[src/rtl/vit_acs.sv]
module vit_acs #(
  parameter int PMW = 8,
  parameter int BMW = 5,
  parameter int INIT_OTHER = 64
) (
  input  logic       clk,
  input  logic       rst_n,
  input  logic       in_valid,
  input  logic [1:0] in_sym,
  output logic       out_valid,
  output logic [3:0] out_dec,
  output logic [1:0] out_best
);
  localparam int NS = 4;

  logic [PMW-1:0] pm    [NS];
  logic [PMW-1:0] pm_nx [NS];
  logic [NS-1:0]  dec_nx;
  logic [1:0]     best_nx;

  function automatic logic [BMW-1:0] ham(input logic [1:0] a, input logic [1:0] b);
    return BMW'(a[1] ^ b[1]) + BMW'(a[0] ^ b[0]);
  endfunction

  // strict a < b under wrap-around ordering
  function automatic logic wlt(input logic [PMW-1:0] a, input logic [PMW-1:0] b);
    logic [PMW-1:0] d;
    d = a - b;
    return d[PMW-1];
  endfunction

  for (genvar s = 0; s < NS; s++) begin : g_acs
    localparam logic [1:0] ST = 2'(s);
    localparam int P0 = {ST[0], 1'b0};
    localparam int P1 = {ST[0], 1'b1};
    localparam logic [1:0] E0 = {ST[1] ^ ST[0], ST[1]};
    localparam logic [1:0] E1 = ~E0;

    logic [BMW-1:0] bm0, bm1;
    logic [PMW-1:0] c0, c1, diff;

    assign bm0  = ham(in_sym, E0);
    assign bm1  = ham(in_sym, E1);
    assign c0   = pm[P0] + PMW'(bm0);
    assign c1   = pm[P1] + PMW'(bm1);
    assign diff = c0 - c1;
    assign dec_nx[s] = ~diff[PMW-1] & (diff != '0);
    assign pm_nx[s]  = dec_nx[s] ? c1 : c0;
  end

  logic lo_sel, hi_sel, top_sel;
  assign lo_sel  = wlt(pm_nx[1], pm_nx[0]);
  assign hi_sel  = wlt(pm_nx[3], pm_nx[2]);
  assign top_sel = wlt(pm_nx[hi_sel ? 3 : 2], pm_nx[lo_sel ? 1 : 0]);
  assign best_nx = top_sel ? {1'b1, hi_sel} : {1'b0, lo_sel};

  always_ff @(posedge clk or negedge rst_n) begin
    if (!rst_n) begin
      for (int i = 0; i < NS; i++) pm[i] <= (i == 0) ? '0 : PMW'(INIT_OTHER);
      out_valid <= 1'b0;
      out_dec   <= '0;
      out_best  <= '0;
    end else begin
      out_valid <= in_valid;
      if (in_valid) begin
        for (int i = 0; i < NS; i++) pm[i] <= pm_nx[i];
        out_dec  <= dec_nx;
        out_best <= best_nx;
      end
    end
  end

  logic [PMW-1:0] min_pm;
  assign min_pm = pm[out_best];

  assert_valid_follows_R2: assert property (@(posedge clk) disable iff (!rst_n)
    in_valid |=> out_valid);
  assert_valid_drops_R2: assert property (@(posedge clk) disable iff (!rst_n)
    !in_valid |=> !out_valid);
  assert_hold_when_idle_R2: assert property (@(posedge clk) disable iff (!rst_n)
    !in_valid |=> ($stable(out_dec) && $stable(out_best) && $stable(min_pm)));
  assert_min_growth_R8: assert property (@(posedge clk) disable iff (!rst_n)
    in_valid |=> ((min_pm - $past(min_pm)) <= PMW'(2)));

  for (genvar s = 0; s < NS; s++) begin : g_chk
    logic [PMW-1:0] spread;
    assign spread = pm[s] - min_pm;
    assert_best_is_min_R6: assert property (@(posedge clk) disable iff (!rst_n)
      spread[PMW-1] == 1'b0);
  end
endmodule

[config.mk]
export PLATFORM = sky130hd
export DESIGN_NAME = vit_acs
export DESIGN_NICKNAME = d
export VERILOG_FILES = /design/src/rtl/vit_acs.sv
export SDC_FILE = /design/constraint.sdc
export NUM_CORES = 1
export LEC_CHECK = 0
export BUFFER_PORTS_ARGS = -buffer_cell sky130_fd_sc_hd__clkbuf_2
export CAP_MARGIN = 20
export CELL_PAD_IN_SITES_DETAIL_PLACEMENT = 2
export CELL_PAD_IN_SITES_GLOBAL_PLACEMENT = 2
export CORE_MARGIN = 5
export CORE_UTILIZATION = 37
export CTS_BUF_LIST = sky130_fd_sc_hd__clkbuf_16
export DETAILED_ROUTE_END_ITERATION = 16
export HOLD_SLACK_MARGIN = 0.06
export PLACE_DENSITY = 0.8
export SYNTH_ARGS = -nofsm -noshare
export SYNTH_HDL_FRONTEND = slang
export SYNTH_SLANG_ARGS = --single-unit
[constraint.sdc]
create_clock -name clk -period 9.06 [get_ports clk]
set_clock_uncertainty 0.15 [all_clocks]
set_input_delay 0.453 -clock clk [delete_from_list [all_inputs] [get_ports clk]]
set_output_delay 0.453 -clock clk [all_outputs]
set_load 0.01 [all_outputs]
==> impl_metrics.toml <==
[run_status]
status = "finished clean"

[placed_design]
pre_cts_slack_ns = 0.5343
buffer_ports.inserted = 11
routabilityCongestion = 0.8592
detailedPlacementHpwl_microns = 15560

[timing]
worst_slew_pin_slew_ns = 0.7314
timing_max_transition_violations_final = 0
final-setup-viol-count = 0
post-route-period-util_pct = 91.14
fin_crit_ns = 8.257
setup_total_neg_slack_ns = 0
clock.fmax_mhz = 121.1
hold_violations = 0
max-slew-margin-rel_pct = 51.24
final_critical_path_setup_slack_ns = 0.8027
rsz_0062_raised_after_global_routing = "no"

[global_routing]
number_of_global_route_vias_before_repair = 5628
antenna_violations_before_repair = 1
grt_first_pass_wirelength_microns = 30860
global_route.overflow_total = 0
grt_start_max_net_pins = 40
grt.total_usage_pct = 21.60

[setup_path]
critical_path.max_fanout = 9
crit_path_max_incr_delay_ns = 0.61
critical_path_sink_type = "register"
slowest_stage = "sky130_fd_sc_hd__or4b_2"
crit_family = "compound AO/OA/AOI/OAI gates"
sort_of_element_at_the_start_of_the_critical_path = "input pin"
critical-path-top-cell-by-count = "sky130_fd_sc_hd__ha_1"
cp.required_ns = 9.06
path_class = "in2reg"
critical_path_arrival_ns = 8.26
crit_buf_inv = 4

[routing]
dr.pass1.iters = 4
detailroute.via_count = 5152
totalWireLength_microns = 19350
post_drt_wl_per_cell_microns = 23.07
final_ant_viol_nets = 0
routed_via_density = 6.141
drt_drc_violations_left = 0
detail_route.iter0.violations = 244

[clock_network]
cts.root.buffer_cell = "sky130_fd_sc_hd__clkbuf_16"
cts_max_path_buffers = 2
clock_insertion_delay_worst_skew_ns = 0.30
clkTransAtPathRegs_ns = 0.06
htreeDepth = 2
tritoncts_num_sinks = 39
tritoncts = "built"
cts_made_buffers = 5
postCtsSetupBuffers = 0

[finish]
final_layout_size_suffix_gt1_share_pct = 12.39
n_fill_cell = 1668
finish.net_count = 714
area_growth_syn_to_layout_pct = 6.710

[yosys]
synth-seq-area-share_pct = 17.57
synth.cell_area_sq_um = 5575
synth_top_area_share_pct = 16.16
synth_top_cell_by_area = "sky130_fd_sc_hd__dfrtp_1"
yosys_warnings = 0
async_set_or_reset_flop_fraction_in_the_synthesized_netlist_pct = 100.0
synthesis.nets = 714
synth_area_per_cell_sq_um = 8.525
postSynthCellCount = 654
ys_types = 82
synth_edf_count = 0
synth_seq_cells = 39
leading_cell_types_by_total_area_after_synthesis = "sky130_fd_sc_hd__dfrtp_1, sky130_fd_sc_hd__ha_1, sky130_fd_sc_hd__xnor2_1"
ys.flop_type = "sky130_fd_sc_hd__dfrtp_1"

[floorplan]
placementRows = 44
start_util_pct = 38.07
coreArea_sq_um = 14640
chipWidth_microns = 132.8
die_height_microns = 132.8
die_area_sq_um = 17620
ios = 12

[job]
drv.max_cap_violation_count = 0

[min_path]
hold_class = "reg2reg"
## timing repair
action,CTS,global route
endpoints found under the setup margin,0,0
hold endpoints to repair,0,12
hold buffers,0,1
resized for setup,0,0
## final timing paths
kind / startpoint / end / slack, ns / depth (start not counted)
setup reg to reg: pm[1]$_DFFE_PN0P_ / out_best[1]$_DFFE_PN0P_ / 1.11 / 28
setup / recovery: in_sym[0] / out_best[1]$_DFFE_PN0P_ / 0.80 / 32
hold reg to reg: out_dec[1]$_DFFE_PN0P_ / out_dec[1]$_DFFE_PN0P_ / 0.37 / 1
min in group asynchronous: rst_n / pm[29]$_DFFE_PN0P_ / 0.46 / 2
max in group asynchronous: rst_n / pm[14]$_DFFE_PN1P_ / 7.72 / 3
hold / removal: out_dec[1]$_DFFE_PN0P_ / out_dec[1]$_DFFE_PN0P_ / 0.37 / 1
## metrics by stage
stage	hold WS [ns]	std cells	utilization (%)	area, sq um
floorplan	0.007409	654	-	5575
global placement	0.3441	829	39.47	5781
detailed placement	0.3480	829	39.47	5781
CTS	0.2315	836	40.41	5917
global route	0.3908	839	40.63	5949
finish	0.3695	839	40.63	5949
## state kept, by name, indices dropped and copies added (netlist names)
register   flops
out_best       2
out_dec        4
out_valid      1
pm            32
## cell type report
cell class / count / area (sq um) / area share, %
clock inverter: 2 / 11.26 / 0.1893
timing repair buffer: 17 / 115.1 / 1.935
clock buffer: 5 / 125.1 / 2.103
antenna: 1 / 2.502 / 0.04206
inverter: 37 / 138.9 / 2.334
sequential: 39 / 979.7 / 16.47
multi-input combinational: 554 / 4347 / 73.06
tap: 184 / 230.2 / 3.870
## layer usage
layer  global-route usage [%]  up-vias  part of all wire [%]
li1                         -     2390                     -
met1                    29.12     2677                    48
met2                    36.87       61                    49
met3                    2.430       24                   2.1
met4                    5.485        0                   1.7
met5                        0        -                     0
## placed cells by master, fill, tap and decap left out, drive strengths merged, types with 18 or more instances in the layout
| cell | instances |
|---|---|
| a21oi | 56 |
| ha | 51 |
| nor2 | 50 |
| xnor2 | 46 |
| inv | 38 |
| dfrtp | 36 |
| xor2 | 30 |
| mux2 | 30 |
| nand2 | 29 |
| mux2i | 29 |
| o21ai | 21 |
| a21o | 18 |
## synthesized netlist by cell type (all sizes together) (5+ instances only)
master	number
a21oi	56
ha	51
nor2	50
xnor2	46
inv	37
dfrtp	36
mux2	30
xor2	30
mux2i	29
nand2	29
o21ai	21
a21o	18
clkbuf	16
o211ai	14
and2	12
nand2b	12
nor2b	11
nand3	9
and3	8
buf	8
nand4	8
nor3	7
o21a	7
a211oi	6
nand3b	6
maj3	5
or2	5
## logic make-up (layout without fill, tap and decap cells)
group	after synthesis	in the layout	synth area share, %
compound gates	180	180	23.30
simple gates	177	177	16.74
buf+inv	61	61	4.466
other cells	0	1	0
flops	39	39	17.57
fa+ha+maj	60	60	13.82
mux	59	59	11.33
xor+xnor	78	78	12.77
Power is not shown: default switching activity piles up to over one toggle a cycle in this logic, so the estimate is an artifact.
